`config.mk`:
```
export PLATFORM = sky130hd
export DESIGN_NAME = pgood_pair
export DESIGN_NICKNAME = d
export VERILOG_FILES = /design/src/rtl/pgood_pair.sv
export SDC_FILE = /design/constraint.sdc
export NUM_CORES = 1
export LEC_CHECK = 0
export ABC_AREA = 0
export ABC_CLOCK_PERIOD_IN_PS = 5400
export CORE_MARGIN = 2
export CORE_UTILIZATION = 54
export DETAILED_ROUTE_END_ITERATION = 16
export PLACE_DENSITY_LB_ADDON = 0.1
export SYNTH_ARGS = -nofsm -noshare
export SYNTH_HDL_FRONTEND = slang
export SYNTH_SLANG_ARGS = --single-unit
```
`constraint.sdc`:
```
create_clock -name clk -period 5.4 [get_ports clk]
set_input_delay 1.35 -clock clk [delete_from_list [all_inputs] [get_ports clk]]
set_output_delay 1.35 -clock clk [all_outputs]
set_load 0.01 [all_outputs]
```
`src/rtl/pgood_pair.sv`:
```
module pgood_pair #(
  parameter int CLK_KHZ         = 1000,
  parameter int FIX_ENTRY_US    = 2000,
  parameter int FIX_EXIT_US     = 25,
  parameter int PRG_ENTRY_US    = 20000,
  parameter int PRG_EXIT_NS     = 2500,
  parameter int EXIT_MIN_US     = 10,
  parameter int SCALE_W         = 4
) (
  input  logic               clk,
  input  logic               rst_n,
  input  logic [1:0]         ch_en,
  input  logic [1:0]         above_hi,
  input  logic [1:0]         below_lo,
  input  logic [SCALE_W-1:0] prg_scale,
  output logic [1:0]         pg_level,
  output logic [1:0]         pg_pull_low
);

  localparam longint MIN_RAW   = longint'(CLK_KHZ) * EXIT_MIN_US / 1000;
  localparam longint EXIT_MIN  = (MIN_RAW < 1) ? 1 : MIN_RAW;
  localparam longint FE_RAW    = longint'(CLK_KHZ) * FIX_ENTRY_US / 1000;
  localparam longint FIX_ENTRY = (FE_RAW < 1) ? 1 : FE_RAW;
  localparam longint FX_RAW    = longint'(CLK_KHZ) * FIX_EXIT_US / 1000;
  localparam longint FIX_EXIT  = (FX_RAW < EXIT_MIN) ? EXIT_MIN : FX_RAW;
  localparam longint PE_STEP   = longint'(CLK_KHZ) * PRG_ENTRY_US / 1000;
  localparam longint PX_STEP   = longint'(CLK_KHZ) * PRG_EXIT_NS / 1000000;
  localparam longint SCALE_MAX = (longint'(1) << SCALE_W) - 1;
  localparam longint M1        = (FIX_ENTRY > FIX_EXIT) ? FIX_ENTRY : FIX_EXIT;
  localparam longint M2        = (SCALE_MAX * PE_STEP > M1) ? SCALE_MAX * PE_STEP : M1;
  localparam longint M3        = (SCALE_MAX * PX_STEP > M2) ? SCALE_MAX * PX_STEP : M2;
  localparam longint MAX_CYC   = (EXIT_MIN > M3) ? EXIT_MIN : M3;
  localparam int     CNT_W     = $clog2(MAX_CYC + 1);

  for (genvar g = 0; g < 2; g++) begin : g_ch
    logic             good;
    logic [CNT_W-1:0] cnt;
    logic [CNT_W-1:0] entry_lim, exit_lim, lim;
    logic             qual;

    if (g == 0) begin : g_fixed
      assign entry_lim = CNT_W'(FIX_ENTRY);
      assign exit_lim  = CNT_W'(FIX_EXIT);
    end else begin : g_scaled
      logic [CNT_W-1:0] e_raw, x_raw;
      assign e_raw     = CNT_W'(prg_scale) * CNT_W'(PE_STEP);
      assign x_raw     = CNT_W'(prg_scale) * CNT_W'(PX_STEP);
      assign entry_lim = (e_raw == '0) ? CNT_W'(1) : e_raw;
      assign exit_lim  = (x_raw < CNT_W'(EXIT_MIN)) ? CNT_W'(EXIT_MIN) : x_raw;
    end

    assign lim  = good ? exit_lim : entry_lim;
    assign qual = good ? below_lo[g] : above_hi[g];

    always_ff @(posedge clk) begin
      if (!rst_n || !ch_en[g]) begin
        good <= 1'b0;
        cnt  <= '0;
      end else if (!qual) begin
        cnt <= '0;
      end else if (cnt + CNT_W'(1) >= lim) begin
        good <= !good;
        cnt  <= '0;
      end else begin
        cnt <= cnt + CNT_W'(1);
      end
    end

    assign pg_level[g]    = good;
    assign pg_pull_low[g] = !good;
  end

endmodule

```
# [Yosys cells after proc, flatten, opt, wreduce, memory -nomap -nowiden]
# Cells that the tools add are included.
[classes] add_sub_neg=2 n_mul=1 order_cmp=3 n_mux=6 bitwise_logic=2 reduce_logical=12
[ops] op="$add 19x1->19 const B" count=2
[ops] op="$mux 19" count=2
[ops] op="$ge 19x11->1" count=1
[ops] op="$ge 19x19->1" count=1
[ops] op="$logic_not 19->1" count=1
[ops] op="$mul 4x10->14 const B" count=1
[ops] op="$mux 11" count=1
[ops] op="$reduce_or 3->1" count=2
[ops] op="$logic_not 1->1" count=5
[ops] op="$lt 5x4->1 const B" count=1
[ops] op="$mux 5" count=1
[ops] op="$reduce_and 2->1" count=2
[ops] op="$logic_or 1x1->1" count=2
[ops] op="$mux 1" count=2
[ops] op="$not 1->1" count=2
[totals] regBits=40 inputBits=12 output_inout_bits=4 wordCells=30

# [Longest topological paths before layout]
# Gate-level depths: netlist of the first run.
[depth] ltp_word=6 ltp_mapped=22 depth_no_buf=20

# [Worst setup path before layout of the first run]
# No wires, ideal clock.
[synth_timing] path_type="input -> register" start="input port prg_scale[1]" end="register g_ch[1].cnt[10]" t_arrival_ps=5603 t_required_ps=5335 setup_slack_ps=-268 cell_stages=20 path_buffers=2 path_cell_list="fa_1 > ha_1 > ha_1 > a21o_1 > a21oi_1 > o21bai_1 > a21oi_1 > mux2i_1 > a41oi_1 > nand2_1 > ha_1 > a21o_1 > a21o_1 > a21oi_1 > o22ai_1 > a21o_1 > or4_1 > clkbuf_1 > buf_2 > nor2b_1"
[synth_via] elab_chain_len=6 elab_cells_between_ends=8 classes_between="mul (1); order compare (2); mux (3); reduce/logical (2)"
[synth_lines] element="start: declaration" line="15" source="input logic [SCALE_W-1:0] prg_scale,"
[synth_lines] element="$mul 4x10->14" line="46" source="assign e_raw = CNT_W'(prg_scale) * CNT_W'(PE_STEP);"
[synth_lines] element="$logic_not 19->1" line="48" source="assign entry_lim = (e_raw == '0) ? CNT_W'(1) : e_raw;"
[synth_lines] element="$mux 19" line="48"
[synth_lines] element="$mux 19 (*)" line="52" source="assign lim = good ? exit_lim : entry_lim;"
[synth_lines] element="$ge 19x19->1 (*)" line="61" source="end else if (cnt + CNT_W'(1) >= lim) begin"
[synth_lines] element="$reduce_or 3->1 (no source line) (*)"
[synth_lines] element="end signal: assignment" line="65" source="cnt <= cnt + CNT_W'(1);"
[synth_lines] element="end: declaration" line="37" source="logic [CNT_W-1:0] cnt;"
# Mark *: on every way between the ends. The rest lies on a longest branch, timed or not.
# A chain may end at the register's enable or synchronous reset.

# [Worst setup path in the final report of the first run]
[layout_timing] start="input port prg_scale[2]" end="register g_ch[1].cnt[9]"
# The elaborated chain is that of the path after synthesis.

==> results.md, run 1 <==
Power:
- The highest ir drop seen on vdd is 178.5 uV.
- In this run the power density over the cells is 184.6 mW/mm2.
- The leakage power is 1.643 nW.
- The total power is 0.0006509 W.

Yosys:
- The share of synthesized area in the top cell type comes to 0.2750.
- The number of unique standard cell types used by synthesis is 47.
- Counting flops with a built-in enable in the synthesized netlist gives 0.
- The mapped cell area is 0.002912 mm2.
- Of the synthesized area, sequential elements account for 0.2750.
- The register bit count reported by yosys is 40.
- Of all cell types, the one taking the most synthesized area is sky130_fd_sc_hd__dfxtp_1.
- During synthesis, Yosys emitted a total of 0 warnings.
- In this run the mean area of a mapped cell was 8.986 um2.
- The number of instances in the synthesized netlist is 324.
- By area the synthesized netlist is led by sky130_fd_sc_hd__dfxtp_1 (28%), sky130_fd_sc_hd__ha_1 (20%), sky130_fd_sc_hd__xnor2_1 (6.9%).
- The async set or reset register ratio after synthesis is 0.
- Among all flip-flop cells after synthesis, the most frequent one is sky130_fd_sc_hd__dfxtp_1.

Critical path:
- The setup path with the least slack is of type in2reg.
- The maximum fanout encountered on the critical timing path is 5.
- The endpoint of the worst-slack reg-to-reg timing path is g_ch[0].cnt[3]$_SDFF_PP0_.
- The slack of the worst reg-to-reg path is 1660 ps.
- The capture point of the critical path is g_ch[1].cnt[9]$_SDFF_PP0_.
- The launch instance of the worst register-to-register path is g_ch[0].cnt[0]$_SDFF_PP0_.
- For the worst setup path, the data arrival time is 5560 ps.
- The origin of the worst setup path is prg_scale[2].
- STA classifies the critical path startpoint as a primary input.
- The kind of end point of the critical path is a flip-flop.
- At the worst endpoint, the required time is 5630 ps.
- The depth of the most critical reg-to-reg path is 12.

STA:
- The final number of hold-violating endpoints is 0.
- The transition time at the pin with the least slew margin is 539.7 ps.
- The worst-case setup margin in the final layout is 74.86 ps.
- Setup repair after global routing could not meet its margin everywhere.
- The worst pin sits at a relative slew slack of 0.6402.
- The number of pins exceeding their max-slew limit in the final report is 0.
- The final critical delay including setup and external delays is 5325 ps.
- The hold slack is 504.9 ps.
- The worst-case clock skew is 6.907 ps.
- The ratio of final minimum period to clock period is 0.9861.
- The maximum operating frequency is 187.8 MHz.
- The setup TNS after final layout is 0 ps.
- Setup violations remaining at the end of the flow were counted as 0.

Status:
- The flow ran to the end, and the final reports show no timing, DRC or antenna violations.

Placement:
- Detailed placement finished with a half-perimeter wire length of 4634 um.
- The global placer's final weighted congestion is 0.8584.
- After detailed placement, the total cell area comes to 0.003337 mm2.
- The port buffer count is 15.
- The worst setup slack before clock tree synthesis is -678.9 ps.

Floorplanning:
- After floorplanning, the core was divided into 26 placement rows.
- For this design the top-level I/O count stands at 16.
- From bottom edge to top edge, the die measures 77.43 um.
- The core footprint is 0.005140 mm2.
- The total die area is 0.005995 mm2.
- The width of the die is 77.43 um.
- The starting density of the core is 0.5665.

GRT:
- The global-route wire length before repair is 10170 um.
- After global routing the overflow that remains totals 0.
- The number of antenna violations at the first check in global routing is 0.
- Entering global routing, the biggest net connects 13 pins.
- The via count of the first global-routing pass was 2265.
- Across every metal layer, demand over resource in global routing totals 0.2111.

Routing:
- The first detailed-routing pass took 4 iterations.
- Summed over all layers, the routed wires come to 6025 um.
- The detail-routed via count per cell is 5.282.
- After detailed routing, the average wire length per cell comes to 13.57 um.
- Across all layers, the routed design uses 2345 vias.
- The DRC marker count from the first detailed-route iteration is 94.
- The count of nets left with antenna violations after detail routing is 0.
- After detailed routing, the number of remaining DRC violations is 0.

Layout:
- Compared with the post-synthesis result, the final layout area differs by 21.10%.
- The final layout contains 434 nets.
- Of the cells placed in the final design, the portion with a size suffix greater than 1 is 0.1791.
- The final instance area is 0.003526 mm2.
- In the layout the commonest cells are sky130_fd_sc_hd__ha_1 (44), sky130_fd_sc_hd__dfxtp_1 (40), sky130_fd_sc_hd__nand2_1 (26).
- The most frequent standard cell in the layout excluding fill and tap cells is sky130_fd_sc_hd__ha_1.
- 0 antenna diodes ended up in the layout.

Min path:
- In this run the most critical hold path is launched from g_ch[1].cnt[0]$_SDFF_PP0_.
- The class of the tightest hold or removal check is reg2reg.

Clocking:
- The CTS tree is yes.
- The later-pin clock latency in the skew report is 290 ps.
- The H-tree generated during clock tree synthesis spans 2 levels.
- The clock slew seen by the registers of the worst setup and hold paths is 70 ps.
- The clock passes through at most 2 buffers.
- The number of buffers inserted to repair setup after CTS is 0.
- The total CTS buffers is 5.
- The number of sinks driven by the clock tree is 40.
- The cell sitting at the root of the clock tree is a sky130_fd_sc_hd__clkbuf_8.

Job:
- Across the run, the number of max-cap violations was 0.
## layer usage
metal,GRT usage,part of all wire
met4,0.05536,0.0091
met2,0.3287,0.44
met1,0.2977,0.51
met5,0,0
met3,0.04419,0.034
## how the worst min path moves through the flow
stage / depth (start not counted) / to / slack, ps
floorplan: 1 / g_ch[1].cnt[0]$_SDFF_PP0_ / 450
CTS: 1 / g_ch[1].cnt[0]$_SDFF_PP0_ / 510
global route: 1 / g_ch[1].cnt[0]$_SDFF_PP0_ / 530
finish: 1 / g_ch[1].cnt[0]$_SDFF_PP0_ / 500
detailed placement: 1 / g_ch[0].cnt[0]$_SDFF_PP0_ / 490
global placement: 1 / g_ch[0].cnt[0]$_SDFF_PP0_ / 490
## area by class of cell
| cell class | instances | area, um2 |
|---|---|---|
| Multi-Input combinational cell | 268 | 2118 |
| Fill cell | 449 | 1614 |
| Clock buffer | 6 | 82.58 |
| Inverter | 14 | 52.55 |
| Timing Repair Buffer | 44 | 374.1 |
| Clock inverter | 2 | 10.01 |
| Sequential cell | 40 | 800.8 |
| Tap cell | 70 | 87.58 |
## report_power, final
group / switching [W] / internal (W)
Clock: 0.000103 / 0.000102
Combinational: 0.0000677 / 0.0000746
Sequential: 0.00000474 / 0.000299
## what timing repair did
item                                    in CTS  in global routing
pin swaps                                   12                 15
cloned                                       2                  1
gates resized for setup                     15                 19
endpoints found under the setup margin      20                 20
hold buffers                                 0                  0
## state kept, by name (all words and copies together) (netlist names)
register	cells
g_ch.good	2
g_ch.cnt	38
## worst max-delay path: stages
cell and delay, ps:
sky130_fd_sc_hd__buf_6 100, sky130_fd_sc_hd__fa_1 480, sky130_fd_sc_hd__ha_1 300, sky130_fd_sc_hd__ha_1 270
sky130_fd_sc_hd__a21o_1 160, sky130_fd_sc_hd__a21oi_2 140, sky130_fd_sc_hd__o21bai_1 100, sky130_fd_sc_hd__a21oi_2 190
sky130_fd_sc_hd__mux2i_2 280, sky130_fd_sc_hd__a41oi_2 220, sky130_fd_sc_hd__buf_4 200, sky130_fd_sc_hd__nand2_2 100
sky130_fd_sc_hd__ha_4 210, sky130_fd_sc_hd__a21o_1 190, sky130_fd_sc_hd__a21oi_2 150, sky130_fd_sc_hd__o22ai_1 80
sky130_fd_sc_hd__a21o_1 160, sky130_fd_sc_hd__or4_4 580, sky130_fd_sc_hd__buf_6 160, sky130_fd_sc_hd__nor2b_2 110
## through the flow
step | std cells | utilization
2_1_floorplan | 331 | -
3_3_place_gp | 433 | 0.6492
3_5_place_dp | 433 | 0.6492
4_1_cts | 443 | 0.6753
5_1_grt | 444 | 0.6860
6_report | 444 | 0.6860
## cell families (layout without fill, tap and decap cells)
kind of cell	Yosys count	count (layout)	share of synthesized area
flops	40	40	0.2750
fa+ha+maj	49	49	0.2183
simple gates	128	128	0.2394
mux	3	3	0.01031
other cells	1	8	0.001288
buf+inv	23	66	0.03781
xor+xnor	36	36	0.1083
compound gates	44	44	0.1096
## Yosys cell counts (all sizes together), types with 2 or more instances
cell    number
ha          46
nor2        21
a311o        2
clkbuf       4
nand4       12
xnor2       23
and4         6
o21bai       2
nor2b       24
o21ai        4
fa           3
or2          3
a211oi       3
nand3       13
xor2        13
mux2i        3
nand2       27
buf          5
and2         2
and3         5
nand2b       5
a21oi        9
or4          2
nor3         5
inv         13
a21o        14
dfxtp       40
Power figures use the tool's default switching activity.
==> inputs of run 2 (changes only) <==
Settings changed: ABC_CLOCK_PERIOD_IN_PS 5400 to 5200, CORE_UTILIZATION 54 to 60.
Clock period 5.4 ns to 5.2 ns, I/O delays scaled along.
==> run 2 against run 1 <==
  * The run now ends with setup timing left
  * Hold slack improved by 24 ps
  * Clock skew grew 5.4 ps
  * Global-route usage rose by 3.0 points
  * Largest power group unchanged
  * Utilization grew 7.8 points
  * Non-clock buffer count up 1
  * Sequential power grew 4%
  * Sequential cell count did not move
  * Highest routed layer unchanged
  * Cell count fell by 3.4%
  * Design area rose by 1.7%
  * Count of clock-buffer cells in the layout down 1
==> results.md, run 2 (synthesis results as in run 1) <==
Status:
- The run finished, with violations left.
- The checks that failed: setup timing.

Clocking:
- Clock latency on the worst-skew pair, taken at its later pin, is 300 ps.
- The total CTS buffers is 5.
- CTS placed an instance of sky130_fd_sc_hd__clkbuf_8 at the clock tree root.
- The tree built by TritonCTS fans out to 40 sinks.
- In this run, post-CTS hold repair placed 0 buffers.
- TritonCTS built the clock tree.
- The H-tree depth is 2.
- The longest clock path from root to sink contains 2 buffers.
- After clock tree synthesis, the clock-pin slew on the worst setup and hold paths is 80 ps.

STA:
- Setup violations remaining at the end of the flow were counted as 6.
- After layout, the minimum clock period comes to 5225 ps.
- The maximum operating frequency is 191.4 MHz.
- In the finished design, the share of the clock period the worst path needs comes to 1.005.
- On the final layout, the worst clock skew is 12.26 ps.
- The tightest slew margin relative to the limit is 0.6541.
- The final number of hold-violating endpoints is 0.
- Setup repair after global routing could not meet its margin everywhere.
- After routing, the total negative slack on setup checks comes to -87.65 ps.
- Across all setup checks in the final design, the least slack found is -25.29 ps.
- At the pin with the least slew margin, the transition time is 518.9 ps.
- The number of pins exceeding their max-slew limit in the final report was 0.

Layout:
- For this run, the post-layout net count is 435.
- Relative to the synthesized area, the layout overhead comes to 23.16%.
- The final standard cell count with taps included and fillers excluded is 429.
- In the final layout, flip-flops and latches occupy 800.8 um2.
- The final instance area is 0.003586 mm2.
- In the layout the commonest cells are sky130_fd_sc_hd__ha_1 (40), sky130_fd_sc_hd__dfxtp_1 (40), sky130_fd_sc_hd__nand2_1 (26), sky130_fd_sc_hd__buf_4 (26), sky130_fd_sc_hd__xnor2_1 (23).
- The register with the most flip-flops in the final layout is g_ch.cnt.
- The multi-input combinational cells in the finished layout cover a total of 0.002165 mm2.
- The largest registers in the layout are g_ch.cnt (38), g_ch.good (2).
- The flip-flop count of the largest register after layout is 38.
- The share of final-layout standard cells stronger than drive strength 1 is 0.1893.
- Fill cells in the final layout number 334.
- The number of antenna diodes in the final layout is 0.

Min path:
- In this run the worst hold path is classified as reg2reg.

Placement:
- The placed cell area is 0.003302 mm2.
- Before CTS, the worst setup slack after placement is -683.9 ps.
- The post-placement cell count is 415.
- The wire-length estimate of the detail-placed layout is 4748 um.
- The congestion estimate from routability-driven global placement came to 0.8559.
- Input and output buffers added on the ports amount to 15.

Routing:
- The first routing iteration left 69 violations.
- The detail route stage leaves a number of antenna-violating nets equal to 0.
- The first-pass iteration count of the detailed router is 5.
- After detailed routing, the number of remaining DRC violations is 0.
- Dividing the detail-routed via count by the number of cells gives 5.648.
- Dividing the detail-routed wire length by the instance count gives 14.59 um.
- The routed layout has 2423 vias.
- The post-detailed-routing wire length is 6260 um.

Floorplanning:
- The number of placement rows is 25.
- The initial utilization of the core area, before any placement, comes to 0.6205.
- The core region is 0.004692 mm2.
- 16 I/O pins were placed.
- The floorplan step defined a die boundary enclosing 0.005426 mm2.
- In this run the vertical extent of the chip is 73.66 um.
- In this run the horizontal extent of the chip is 73.66 um.

Critical path:
- The maximum fanout encountered on the critical timing path is 5.
- STA classifies the critical path startpoint as a primary input.
- The arrival time at the worst endpoint is 5460 ps.
- STA classifies the critical path endpoint as a flip-flop.
- The worst setup path is of the in2reg kind.
- At the worst endpoint, the required time is 5430 ps.

GRT:
- The global-route wire length before repair is 10080 um.
- The number of antenna violations at the first check in global routing is 0.
- The aggregate global routing overflow is 0.
- The via count of the first global-routing pass is 2383.
- Entering global routing, the biggest net connects 15 pins.
- The global router's overall resource usage is 0.2411.

Power:
- The highest ir drop seen on vdd is 151.6 uV.
- In this run the power density over the cells is 207.0 mW/mm2.
- The leakage power is 1.648 nW.
- The total power is 0.0007421 W.

Job:
- The tool flagged a number of max-cap violations equal to 0.
-- run 2: cell types whose count changed in the layout (fill, tap and decap cells not counted), moves of 2 or more --
cell,previous run,this run
sky130_fd_sc_hd__clkbuf_2,2,0
sky130_fd_sc_hd__clkinv_2,2,0
sky130_fd_sc_hd__ha_4,2,6
sky130_fd_sc_hd__ha_1,44,40
sky130_fd_sc_hd__buf_2,0,2
-- run 2: per-stage QoR --
step | util | hold slack (ps)
final | 0.7643 | 528.7
after global routing | 0.7643 | 550.0
after CTS | 0.7381 | 518.0
after detailed placement | 0.7037 | 498.9
after global placement | 0.7037 | 485.0
after floorplan | - | 451.9
-- run 2: power by group --
part	internal, W	switching, W
Clock	0.000145	0.000116
Sequential	0.000310	0.00000501
Combinational	0.0000870	0.0000795
-- run 2: cell type report --
| class | count | area share |
|---|---|---|
| multi-input combinational | 268 | 0.6036 |
| tap | 54 | 0.01884 |
| sequential | 40 | 0.2233 |
| clock buffer | 5 | 0.01919 |
| timing repair buffer | 45 | 0.1075 |
| clock inverter | 3 | 0.01291 |
| inverter | 14 | 0.01465 |
-- run 2: critical path, cell delays in order --
cell and delay (ps):
sky130_fd_sc_hd__buf_8 100, sky130_fd_sc_hd__fa_1 570, sky130_fd_sc_hd__ha_4 220, sky130_fd_sc_hd__ha_4 230, sky130_fd_sc_hd__a21o_1 160, sky130_fd_sc_hd__a21oi_2 150
sky130_fd_sc_hd__o21bai_1 100, sky130_fd_sc_hd__a21oi_2 200, sky130_fd_sc_hd__mux2i_2 270, sky130_fd_sc_hd__a41oi_2 190, sky130_fd_sc_hd__nand2b_1 170, sky130_fd_sc_hd__ha_4 210
sky130_fd_sc_hd__a21o_1 160, sky130_fd_sc_hd__a21o_1 160, sky130_fd_sc_hd__a21oi_2 130, sky130_fd_sc_hd__o22ai_1 90, sky130_fd_sc_hd__a21o_1 170, sky130_fd_sc_hd__or4_4 580
sky130_fd_sc_hd__buf_2 180, sky130_fd_sc_hd__nor2b_1 100
-- run 2: repair_timing --
item / in CTS / in global routing
gates resized for setup: 21 / 16
endpoints found under the setup margin: 20 / 20
setup buffers: 3 / 1
pin swaps: 14 / 19
gates cloned: 1 / 1
-- run 2: final timing paths --
kind | depth (start not counted) | slack [ps] | start | to
max | 20 | -30 | prg_scale[2] | g_ch[1].cnt[14]$_SDFF_PP0_
max reg2reg | 11 | 1520 | g_ch[0].cnt[0]$_SDFF_PP0_ | g_ch[0].cnt[3]$_SDFF_PP0_
min reg2reg | 1 | 530 | g_ch[1].cnt[0]$_SDFF_PP0_ | g_ch[1].cnt[0]$_SDFF_PP0_
min | 1 | 530 | g_ch[1].cnt[0]$_SDFF_PP0_ | g_ch[1].cnt[0]$_SDFF_PP0_
-- run 2: metal layers --
layer	up-vias	wire length, um	track usage
li1	1221	-	-
met1	1135	2674	0.2674
met2	47	3220	0.4385
met3	20	159	0.04390
met4	0	206	0.1152
met5	-	0	0
==> inputs of run 3 (changes only) <==
Settings changed: CAP_MARGIN set to 20, CORE_UTILIZATION 60 to 55, SETUP_SLACK_MARGIN set to 0.5.
==> run 3 against run 2 <==
  * The flow still finishes with violations (setup timing)
  * Critical endpoint is now g_ch[1].cnt[9]$_SDFF_PP0_
  * Sequential share of layout area shrank 0.64 points
  * Fmax shrank 0.87%
  * Combinational power grew 8%
  * Global-route usage shrank 3.7 points
  * Die area grew 8.6%
  * Non-clock buffer count grew 3
  * Worst setup slack lost 46 ps
  * Critical path type unchanged
==> results.md, run 3 (synthesis results as in run 1) <==
Routing:
- Summing over every cut layer, the via total after detailed routing is 2395.
- The detail-routed via count per cell is 5.346.
- The routed design has 6264 um of wire.
- The DRC marker count from the first detailed-route iteration is 90.
- The pre-antenna-repair detailed-routing pass consisted of 4 iterations.
- The average wire per standard cell is 13.98 um.
- For this run, design rule violations remaining after detail routing come to 0.
- Once detail routing completed, the nets flagged for antenna violations numbered 0.

Placement:
- The post-placement cell count is 430.
- In this run the tool buffered the top-level ports with 15 buffer cells.
- The congestion estimate from routability-driven global placement came to 0.8306.
- The final HPWL from detailed placement is 4534 um.
- The placed cell area is 0.003321 mm2.

Status:
- The flow ran to the end, but the final reports show violations.
- The checks that failed: setup timing.

Layout:
- The area growth from synthesis to final layout is 26.77%.
- The share of final-layout standard cells stronger than drive strength 1 is 0.2090.
- Leaving out fill and tap cells, the most frequent cell in the layout is sky130_fd_sc_hd__dfxtp_1.
- Excluding fillers, the count of instances in the completed layout stands at 448.
- The repair_antennas step left the layout with diodes totalling 0.
- The final instance area is 0.003691 mm2.
- In the final design database the tool counted 438 nets.
- Ranked by flip-flop count, first place goes to g_ch.cnt.
- The flip-flop count of the largest register after layout is 38.
- The library cells used most frequently in the layout, excluding fill and tap cells, are sky130_fd_sc_hd__dfxtp_1 (40), sky130_fd_sc_hd__ha_1 (39), sky130_fd_sc_hd__buf_4 (27).
- The largest registers in the layout are g_ch.cnt (38), g_ch.good (2).

Floorplanning:
- The number of top-level pins is 16.
- The core region is 0.005107 mm2.
- The width of the die is 76.76 um.
- The floorplan has 26 rows.
- The floorplan step defined a die boundary enclosing 0.005891 mm2.
- The die is 76.76 um tall.
- The initial utilization of the core area, before any placement, comes to 0.5701.

GRT:
- The global-route wire length before repair is 9784 um.
- The aggregate global routing overflow is 0.
- The via count of the first global-routing pass is 2198.
- The largest net degree at the start of global routing is 15.
- The number of antenna violations at the first check in global routing is 0.
- The global router's overall resource usage is 0.2039.

STA:
- For this run, the top clock speed supported by timing is 189.7 MHz.
- The number of setup violations in the final report is 19.
- Setup repair after global routing could not meet its margin everywhere.
- The setup TNS after final layout is -922.3 ps.
- The final critical delay including setup and external delays is 5271 ps.
- The ratio of final minimum period to clock period is 1.014.
- The number of pins exceeding their max-slew limit in the final report is 0.
- The worst-case setup margin in the final layout is -71.22 ps.
- The clock arrives with 11.49 ps of skew.
- The hold slack is 518.9 ps.
- The final number of hold-violating endpoints was 0.

Critical path:
- The launch instance of the worst register-to-register path is g_ch[0].cnt[0]$_SDFF_PP0_.
- Among the stages of the critical path, the cell type that occurs most often is sky130_fd_sc_hd__buf_4.
- STA classifies the critical path startpoint as a primary input.
- For the worst setup path, the data required time is 5430 ps.
- The number of buffers and inverters on the critical path is 6.
- The family with the most delay on the worst path is simple AND/OR/NAND/NOR gates.
- The origin of the worst setup path is prg_scale[1].
- The cell with the largest stage delay on the worst path is sky130_fd_sc_hd__or4_4.
- The worst setup path is captured at a flip-flop.
- STA puts the critical path data arrival time at 5500 ps.
- For this run, the slowest stage of the critical path takes 610 ps.
- The critical path goes through buf_2 -> buf_4 -> ha_4 -> ha_1 -> ha_2 -> buf_4 -> a21o_1 -> a21oi_2 -> o21bai_1 -> a21oi_2 -> mux2i_2 -> a41oi_2 -> nand2b_1 -> ha_4 -> buf_4 -> buf_4 -> nand4_1 -> or2_4 -> o22ai_1 -> a21o_1 -> or4_4 -> buf_8 -> nor2b_1.
- Of all nets on the critical path, the largest fanout is 6.
- The slack of the worst reg-to-reg path is 1520 ps.
- The setup path with the least slack is of type in2reg.

Power:
- Of the total power, the share spent switching nets is 0.2890.
- Power spread over the standard cell area amounts to 190.3 mW/mm2.
- Summed over all cells, the static leakage comes to 1.683 nW.
- The internal portion of the total power is 0.0004995 W.
- The total power is 0.0007024 W.
- Of the total power, registers draw 0.449.
- The switching power is 0.0002030 W.
- The highest ir drop seen on vdd is 145.6 uV.
- The logic gate share of total power is 0.255.
- Of the total power, the clock network draws 0.296.

Clocking:
- Clock latency on the worst-skew pair, taken at its later pin, is 290 ps.
- The H-tree depth is 2.
- The tree built by TritonCTS fans out to 40 sinks.
- The CTS tree is yes.
- The maximum number of buffers from clock root to sink is 2.
- The clock slew seen by the registers of the worst setup and hold paths is 80 ps.
- For this design, the CTS-stage hold fixing added 0 buffers.
- Clock tree synthesis inserted a total of 5 buffers.
- The buffer type at the clock tree root is sky130_fd_sc_hd__clkbuf_8.

Min path:
- In this run the most critical hold path is launched from g_ch[0].cnt[0]$_SDFF_PP0_.
- The class of the tightest hold or removal check is reg2reg.

Job:
- Across the run, the number of max-cap violations was 0.
==> run 3: repair_timing <==
| action | in CTS | in global routing |
|---|---|---|
| cloned | 1 | 0 |
| endpoints found under the setup margin | 20 | 20 |
| resized for setup | 26 | 24 |
| setup buffers | 4 | 5 |
| pin swaps | 17 | 32 |
==> run 3: path summary, 6_finish.rpt <==
kind                               endpoint  cells past startpoint
setup / recovery  g_ch[1].cnt[9]$_SDFF_PP0_                     23
hold / removal    g_ch[0].cnt[0]$_SDFF_PP0_                      1
setup reg to reg  g_ch[0].cnt[3]$_SDFF_PP0_                     12
hold reg to reg   g_ch[0].cnt[0]$_SDFF_PP0_                      1
==> run 3: stage by stage <==
| stage | worst slack (ps) | util |
|---|---|---|
| floorplan | -70.34 | - |
| global route | -188.6 | 0.7227 |
| detailed placement | -678.0 | 0.6502 |
| global placement | -598.8 | 0.6502 |
| CTS | 42.97 | 0.6862 |
| finish | -71.22 | 0.7227 |
==> run 3: cell type report <==
class,instances,area [um2]
well taps,70,87.58
clock inverters,3,23.77
multi-input cells,268,2213
fillers,409,1416
clock buffers,5,68.82
flip-flops and latches,40,800.8
inverters,14,52.55
repair buffers,48,444.2
==> run 3: metal layers <==
layer  up-vias  GRT usage  wire length, um  part of all wire
met5         -          0                0                 0
met4         0    0.04909               56            0.0089
met3         6    0.03176              146             0.023
met2        32     0.3754             3238              0.52
met1      1127     0.2465             2823              0.45
li1       1230          -                -                 -
==> run 3: power by group through the flow <==
stage / Combinational, W / Clock (W) / Sequential, W
4_1_cts: 0.000148 / 0.000214 / 0.000315
6_report: 0.000179 / 0.000208 / 0.000315
3_5_place_dp: 0.000141 / 0 / 0.000322
2_1_floorplan: 0.0000842 / 0 / 0.000321
3_3_place_gp: 0.000139 / 0 / 0.000322
5_1_grt: 0.000196 / 0.000226 / 0.000316
